**src/rtl/srf_pkg.sv**
```systemverilog
package srf_pkg;
   typedef enum logic [1:0] {
      ST_EMPTY = 2'b00,
      ST_FULL  = 2'b01,
      ST_WAIT  = 2'b10
   } srf_state_e;
endpackage

```
**src/rtl/srf_store.sv**
```systemverilog
module srf_store
   import srf_pkg::*;
#(
   parameter int NUM_REGS = 16,
   parameter int DATA_W   = 32,
   localparam int ADDR_W  = $clog2(NUM_REGS)
) (
   input  logic                           clk,
   input  logic                           rst_n,
   input  logic                           wr_live,
   input  logic [ADDR_W-1:0]              wr_addr,
   input  logic [DATA_W-1:0]              wr_data,
   input  logic                           park_en,
   input  logic [ADDR_W-1:0]              park_addr,
   input  logic [DATA_W-1:0]              park_word,
   input  logic                           clr_en,
   input  logic [ADDR_W-1:0]              clr_addr,
   output logic [NUM_REGS-1:0][1:0]       st_q,
   output logic [NUM_REGS-1:0][DATA_W-1:0] data_q
);
   for (genvar i = 0; i < NUM_REGS; i++) begin : g_ent
      logic hit_clr, hit_wr, hit_park;
      assign hit_clr  = clr_en  && (clr_addr  == ADDR_W'(i));
      assign hit_wr   = wr_live && (wr_addr   == ADDR_W'(i));
      assign hit_park = park_en && (park_addr == ADDR_W'(i));

      always_ff @(posedge clk) begin
         if (!rst_n) begin
            st_q[i]   <= ST_EMPTY;
            data_q[i] <= '0;
         end else if (hit_clr) begin
            st_q[i]   <= ST_EMPTY;
         end else if (hit_wr) begin
            st_q[i]   <= ST_FULL;
            data_q[i] <= wr_data;
         end else if (hit_park) begin
            st_q[i]   <= ST_WAIT;
            data_q[i] <= park_word;
         end
      end
   end
endmodule

```
**src/rtl/srf_decide.sv**
```systemverilog
module srf_decide
   import srf_pkg::*;
#(
   parameter int NUM_REGS = 16,
   parameter int DATA_W   = 32,
   parameter int TREF_W   = 8,
   localparam int ADDR_W  = $clog2(NUM_REGS)
) (
   input  logic                            rd_en,
   input  logic [ADDR_W-1:0]               rd_addr,
   input  logic [TREF_W-1:0]               rd_tref,
   input  logic                            wr_en,
   input  logic [ADDR_W-1:0]               wr_addr,
   input  logic [DATA_W-1:0]               wr_data,
   input  logic                            clr_en,
   input  logic [ADDR_W-1:0]               clr_addr,
   input  logic [NUM_REGS-1:0][1:0]        st_q,
   input  logic [NUM_REGS-1:0][DATA_W-1:0] data_q,
   output logic                            rd_ok,
   output logic [DATA_W-1:0]               rd_word,
   output logic                            rd_susp,
   output logic                            rd_bad,
   output logic                            park_en,
   output logic [DATA_W-1:0]               park_word,
   output logic                            wr_live,
   output logic                            wake,
   output logic [TREF_W-1:0]               wake_tref
);
   logic rd_clr_hit, rd_wr_hit;
   logic [1:0] rd_st;

   // Thread reference widened into a data-word slot
   if (TREF_W < DATA_W) begin : g_pad
      assign park_word = {{(DATA_W-TREF_W){1'b0}}, rd_tref};
   end else begin : g_nopad
      assign park_word = rd_tref;
   end

   assign wr_live    = wr_en && !(clr_en && clr_addr == wr_addr);
   assign rd_clr_hit = clr_en && (clr_addr == rd_addr);
   assign rd_wr_hit  = wr_en && (wr_addr == rd_addr);
   assign rd_st      = st_q[rd_addr];

   always_comb begin
      rd_ok   = 1'b0;
      rd_susp = 1'b0;
      rd_bad  = 1'b0;
      rd_word = data_q[rd_addr];
      if (rd_en) begin
         if (rd_clr_hit) begin
            rd_bad = 1'b1;
         end else if (rd_wr_hit) begin
            rd_ok   = 1'b1;
            rd_word = wr_data;
         end else begin
            unique case (rd_st)
               ST_FULL:  rd_ok   = 1'b1;
               ST_EMPTY: rd_susp = 1'b1;
               default:  rd_bad  = 1'b1;
            endcase
         end
      end
   end

   assign park_en   = rd_susp;
   assign wake      = wr_live && (st_q[wr_addr] == ST_WAIT);
   assign wake_tref = data_q[wr_addr][TREF_W-1:0];
endmodule

```
**src/rtl/srf_outreg.sv**
```systemverilog
module srf_outreg #(
   parameter int DATA_W = 32,
   parameter int TREF_W = 8
) (
   input  logic              clk,
   input  logic              rst_n,
   input  logic              rd_ok,
   input  logic [DATA_W-1:0] rd_word,
   input  logic              rd_susp,
   input  logic [TREF_W-1:0] rd_tref,
   input  logic              rd_bad,
   input  logic              wake,
   input  logic [TREF_W-1:0] wake_tref,
   output logic              rd_vld,
   output logic [DATA_W-1:0] rd_data,
   output logic              rd_err,
   output logic              susp_vld,
   output logic [TREF_W-1:0] susp_tref,
   output logic              resch_vld,
   output logic [TREF_W-1:0] resch_tref
);
   always_ff @(posedge clk) begin
      if (!rst_n) begin
         rd_vld     <= 1'b0;
         rd_data    <= '0;
         rd_err     <= 1'b0;
         susp_vld   <= 1'b0;
         susp_tref  <= '0;
         resch_vld  <= 1'b0;
         resch_tref <= '0;
      end else begin
         rd_vld     <= rd_ok;
         rd_data    <= rd_word;
         rd_err     <= rd_bad;
         susp_vld   <= rd_susp;
         susp_tref  <= rd_tref;
         resch_vld  <= wake;
         resch_tref <= wake_tref;
      end
   end
endmodule

```
**src/rtl/sync_regfile.sv**
```systemverilog
module sync_regfile #(
   parameter int NUM_REGS = 16,
   parameter int DATA_W   = 32,
   parameter int TREF_W   = 8,
   localparam int ADDR_W  = $clog2(NUM_REGS)
) (
   input  logic              clk,
   input  logic              rst_n,
   input  logic              rd_en,
   input  logic [ADDR_W-1:0] rd_addr,
   input  logic [TREF_W-1:0] rd_tref,
   input  logic              wr_en,
   input  logic [ADDR_W-1:0] wr_addr,
   input  logic [DATA_W-1:0] wr_data,
   input  logic              clr_en,
   input  logic [ADDR_W-1:0] clr_addr,
   output logic              rd_vld,
   output logic [DATA_W-1:0] rd_data,
   output logic              rd_err,
   output logic              susp_vld,
   output logic [TREF_W-1:0] susp_tref,
   output logic              resch_vld,
   output logic [TREF_W-1:0] resch_tref
);
   if (NUM_REGS < 2) begin : g_chk_regs
      $error("sync_regfile: NUM_REGS must be at least 2");
   end
   if (TREF_W < 1 || TREF_W > DATA_W) begin : g_chk_tref
      $error("sync_regfile: TREF_W must fit inside DATA_W");
   end

   logic [NUM_REGS-1:0][1:0]        st_q;
   logic [NUM_REGS-1:0][DATA_W-1:0] data_q;
   logic              rd_ok, rd_susp, rd_bad, park_en, wr_live, wake;
   logic [DATA_W-1:0] rd_word, park_word;
   logic [TREF_W-1:0] wake_tref;

   srf_decide #(.NUM_REGS(NUM_REGS), .DATA_W(DATA_W), .TREF_W(TREF_W)) u_decide (
      .rd_en, .rd_addr, .rd_tref, .wr_en, .wr_addr, .wr_data, .clr_en, .clr_addr,
      .st_q, .data_q, .rd_ok, .rd_word, .rd_susp, .rd_bad, .park_en, .park_word,
      .wr_live, .wake, .wake_tref
   );

   srf_store #(.NUM_REGS(NUM_REGS), .DATA_W(DATA_W)) u_store (
      .clk, .rst_n, .wr_live, .wr_addr, .wr_data, .park_en,
      .park_addr(rd_addr), .park_word, .clr_en, .clr_addr, .st_q, .data_q
   );

   srf_outreg #(.DATA_W(DATA_W), .TREF_W(TREF_W)) u_out (
      .clk, .rst_n, .rd_ok, .rd_word, .rd_susp, .rd_tref, .rd_bad, .wake, .wake_tref,
      .rd_vld, .rd_data, .rd_err, .susp_vld, .susp_tref, .resch_vld, .resch_tref
   );
endmodule

```
**config.mk**
```make
export PLATFORM = sky130hd
export DESIGN_NAME = sync_regfile
export DESIGN_NICKNAME = d
export VERILOG_FILES = /design/src/rtl/srf_pkg.sv /design/src/rtl/srf_store.sv /design/src/rtl/srf_decide.sv /design/src/rtl/srf_outreg.sv /design/src/rtl/sync_regfile.sv
export SDC_FILE = /design/constraint.sdc
export NUM_CORES = 2
export LEC_CHECK = 0
export ABC_CLOCK_PERIOD_IN_PS = 3150
export BUFFER_PORTS_ARGS = -buffer_cell sky130_fd_sc_hd__buf_2
export CORE_MARGIN = 8
export CORE_UTILIZATION = 40
export DETAILED_ROUTE_END_ITERATION = 10
export PLACE_DENSITY = 0.64
export REMOVE_ABC_BUFFERS = 1
export SLEW_MARGIN = 20
export SYNTH_ARGS = -nofsm -noshare
export SYNTH_HDL_FRONTEND = slang
export SYNTH_SLANG_ARGS = --single-unit
```
**constraint.sdc**
```tcl
create_clock -name clk -period 3.15 [get_ports clk]
set_clock_uncertainty 0.2 [all_clocks]
set_input_delay 0.1575 -clock clk [delete_from_list [all_inputs] [get_ports clk]]
set_output_delay 0.1575 -clock clk [all_outputs]
set_load 0.05 [all_outputs]
```
==> results.ini <==
[pwr]
peakVddDrop_mv=0.374
p_total_uw=17400
power-per-cell-area_nw_per_um2=544
p_leak_uw=0.0111

[sta]
max_freq_ghz=0.325
finalHoldViolCount=0
post-route-period-util_pct=97.8
slew_violations=0
finalCriticalPeriod_ns=3.08
tightest_slew_ns=1.12
setup_viol=0
setup_ws_ns=0.0702
rsz0062_at_grt=true
slew_headroom_pct=25.4

[synthesis]
synth_commonest_cells=596 x dfxtp_1, 359 x nand2_1, 307 x nand3_1
ys_seq_elements=596
async_flop_share_pct=0
netlist_area_um2=27100
synth_top_area_share_pct=44.1
synth.distinct_cells=56
synthTopCellsByArea=dfxtp_1 44%, mux4_2 17%, nand3_1 5.7%, a21oi_1 5.5%, nand2_1 5.0%
synth_top_area_cell=dfxtp_1
synth.avg_cell_area_um2=9.70
synth_flop_cell=dfxtp_1
synth_edf_count=0
yosysSeqAreaShare_pct=44.1
synth_cells=2791
synthMostInstantiatedCell=dfxtp_1
yosys_warnings=0

[clocking]
cts_buffer_depth=3
cts.sinks=596
clkLatencyLatePin_ns=0.63
cts-root-buf=clkbuf_16
htreeDepth=3
cts_tree=done
cts_made_buffers=66
path_clk_slew_ns=0.06

[min_path]
min_from=clr_addr[0]
min_path_type=in -> reg

[detailed_routing]
firstDrtPassIters=6
wl_mm=110
vias_per_cell=6.62
post_drt_wl_per_cell_um=29.0
vias=25100
drc=0
antenna_left=0
drt_iter0_markers=3451

[floorplan]
dieWidth_um=276
fp.coreArea_um2=67000
io_pins=109
dieArea_um2=76300
start_util_pct=40.4
fp-row-count=95
die-height_um=276

[final_layout]
fin_util_pct=47.8
fill_cells=6116
final_nets=2922
stdcell_count=3786
final_layout_size_suffix_gt1_share_pct=22.4
syn_to_final_growth_pct=18.3
fin_area_um2=32000

[critical_path]
cp.arrival_ns=3.37
cp_max_fo=13
end_kind=flip-flop
crit_chain=mux4_2, and3_1, a41o_2, or4_1, and3_1, a22o_1
cp_top_family=simple AND/OR/NAND/NOR gates
worst-setup-path-type=reg -> reg
path_buf_inv=0
cp_slowest_stage_delay_ns=0.68
crit_path_start=u_store.st_q[24]$_SDFFE_PP0P_
cpMostUsedCell=and3_1
cpMaxStageDelayCell=or4_1
worst_setup_path_start_kind=flip-flop
rr_startpoint=u_store.st_q[24]$_SDFFE_PP0P_
worstPathRequired_ns=3.44

[global_routing]
grt_antenna_before_repair=3
grt_first_pass_wirelength_mm=162
gr-usage-all-layers_pct=27.7
grt_max_degree=116
overflow=0
grt_pass1_vias=24600

[outcome]
status=finished clean

[placement]
gp_congestion=0.995
dp_slack_ns=-0.0581
placed_cells=3623
dpl-instance-area_um2=29300
io_buffer_count=108
dpl.hpwl_mm=70.1

[flow_run]
max_cap_viol_count=0

-- kinds of logic after synthesis --
kind of cell | synth area share [%]
flip-flops | 44.1
AND/OR/NAND/NOR | 16.8
buffers and inverters | 5.33
AO/OA/AOI/OAI | 15.6
multiplexers | 17.8
XOR/XNOR | 0.388
-- tightest hold or removal path: stages --
cell and delay [ns]:
buf_2 0.17, nand3b_1 0.18, o21ai_0 0.19, nor2_1 0.13
-- area by class of cell --
type	instances	area, um^2	share of cell area [%]
multi-input cells	1824	13800	43.1
flip-flops and latches	596	11900	37.3
repair buffers	347	2820	8.80
clock buffers	96	2010	6.27
well taps	873	1090	3.41
clock inverters	17	251	0.785
inverters	30	120	0.375
diodes	3	7.51	0.0234
-- power by group --
part | leakage [uW] | switching, uW | internal, uW
logic | 0.00519 | 1040 | 526
registers | 0.00481 | 74.5 | 7670
clock network | 0.00112 | 3270 | 4840
-- flip-flops by register name, summed over array words and instances, names as in the netlist --
name / count
u_store.st_q: 32
u_out.resch_tref: 8
u_out.susp_tref: 8
u_out.rd_err: 1
u_out.resch_vld: 1
u_out.susp_vld: 1
u_out.rd_data: 32
u_out.rd_vld: 1
u_store.data_q: 512
-- per-stage QoR --
step                  TNS, ns  hold WS, ns
global route        -0.000481       0.0586
floorplan              -45.37       0.0758
detailed placement      -1.19        0.250
CTS                         0      0.00415
finish                      0       0.0504
global placement        -2.79        0.241
-- final timing paths --
| kind | endpoint | slack (ns) | cells after the start |
|---|---|---|---|
| hold / removal | u_store.st_q[2]$_SDFFE_PP0P_ | 0.05 | 4 |
| setup / recovery | u_store.data_q[414]$_SDFFE_PN0P_ | 0.07 | 6 |
| hold reg to reg | u_store.data_q[467]$_SDFFE_PN0P_ | 0.26 | 2 |
| setup reg to reg | u_store.data_q[414]$_SDFFE_PN0P_ | 0.07 | 6 |
-- timing repair --
action,in CTS,in global routing
hold buffers,45,0
hold endpoints to repair,493,0
setup buffers,2,0
pin swaps,1,2
resized for setup,0,7
endpoints found under the setup margin,11,99
-- layer usage --
layer | vias to the layer above | wire length (um) | global-route usage, %
met5 | - | 91 | 0.832
met4 | 2 | 6990 | 16.4
met3 | 420 | 12400 | 6.38
met2 | 1705 | 48600 | 42.5
met1 | 12400 | 41600 | 35.3
li1 | 10600 | - | -
-- placed cells by master (no fill, tap or decap), drive strengths merged, types with 4 or more instances in the layout --
cell	count
or3	47
o2111ai	6
mux4	207
dfxtp	596
a22oi	24
mux2i	14
o221ai	45
and2	12
nand2	359
o21ai	54
a211oi	12
clkbuf	96
or4	9
dlygate4sd3	45
a21oi	297
nor4	6
xnor2	10
bufinv	5
inv	32
buf	302
o211ai	56
nand3b	4
clkinv	10
nor2b	4
o21a	4
nor3	18
and3	12
nand2b	8
a22o	127
nand4	97
a31oi	5
nand3	307
nor2	51
Power figures use the tool's default switching activity.
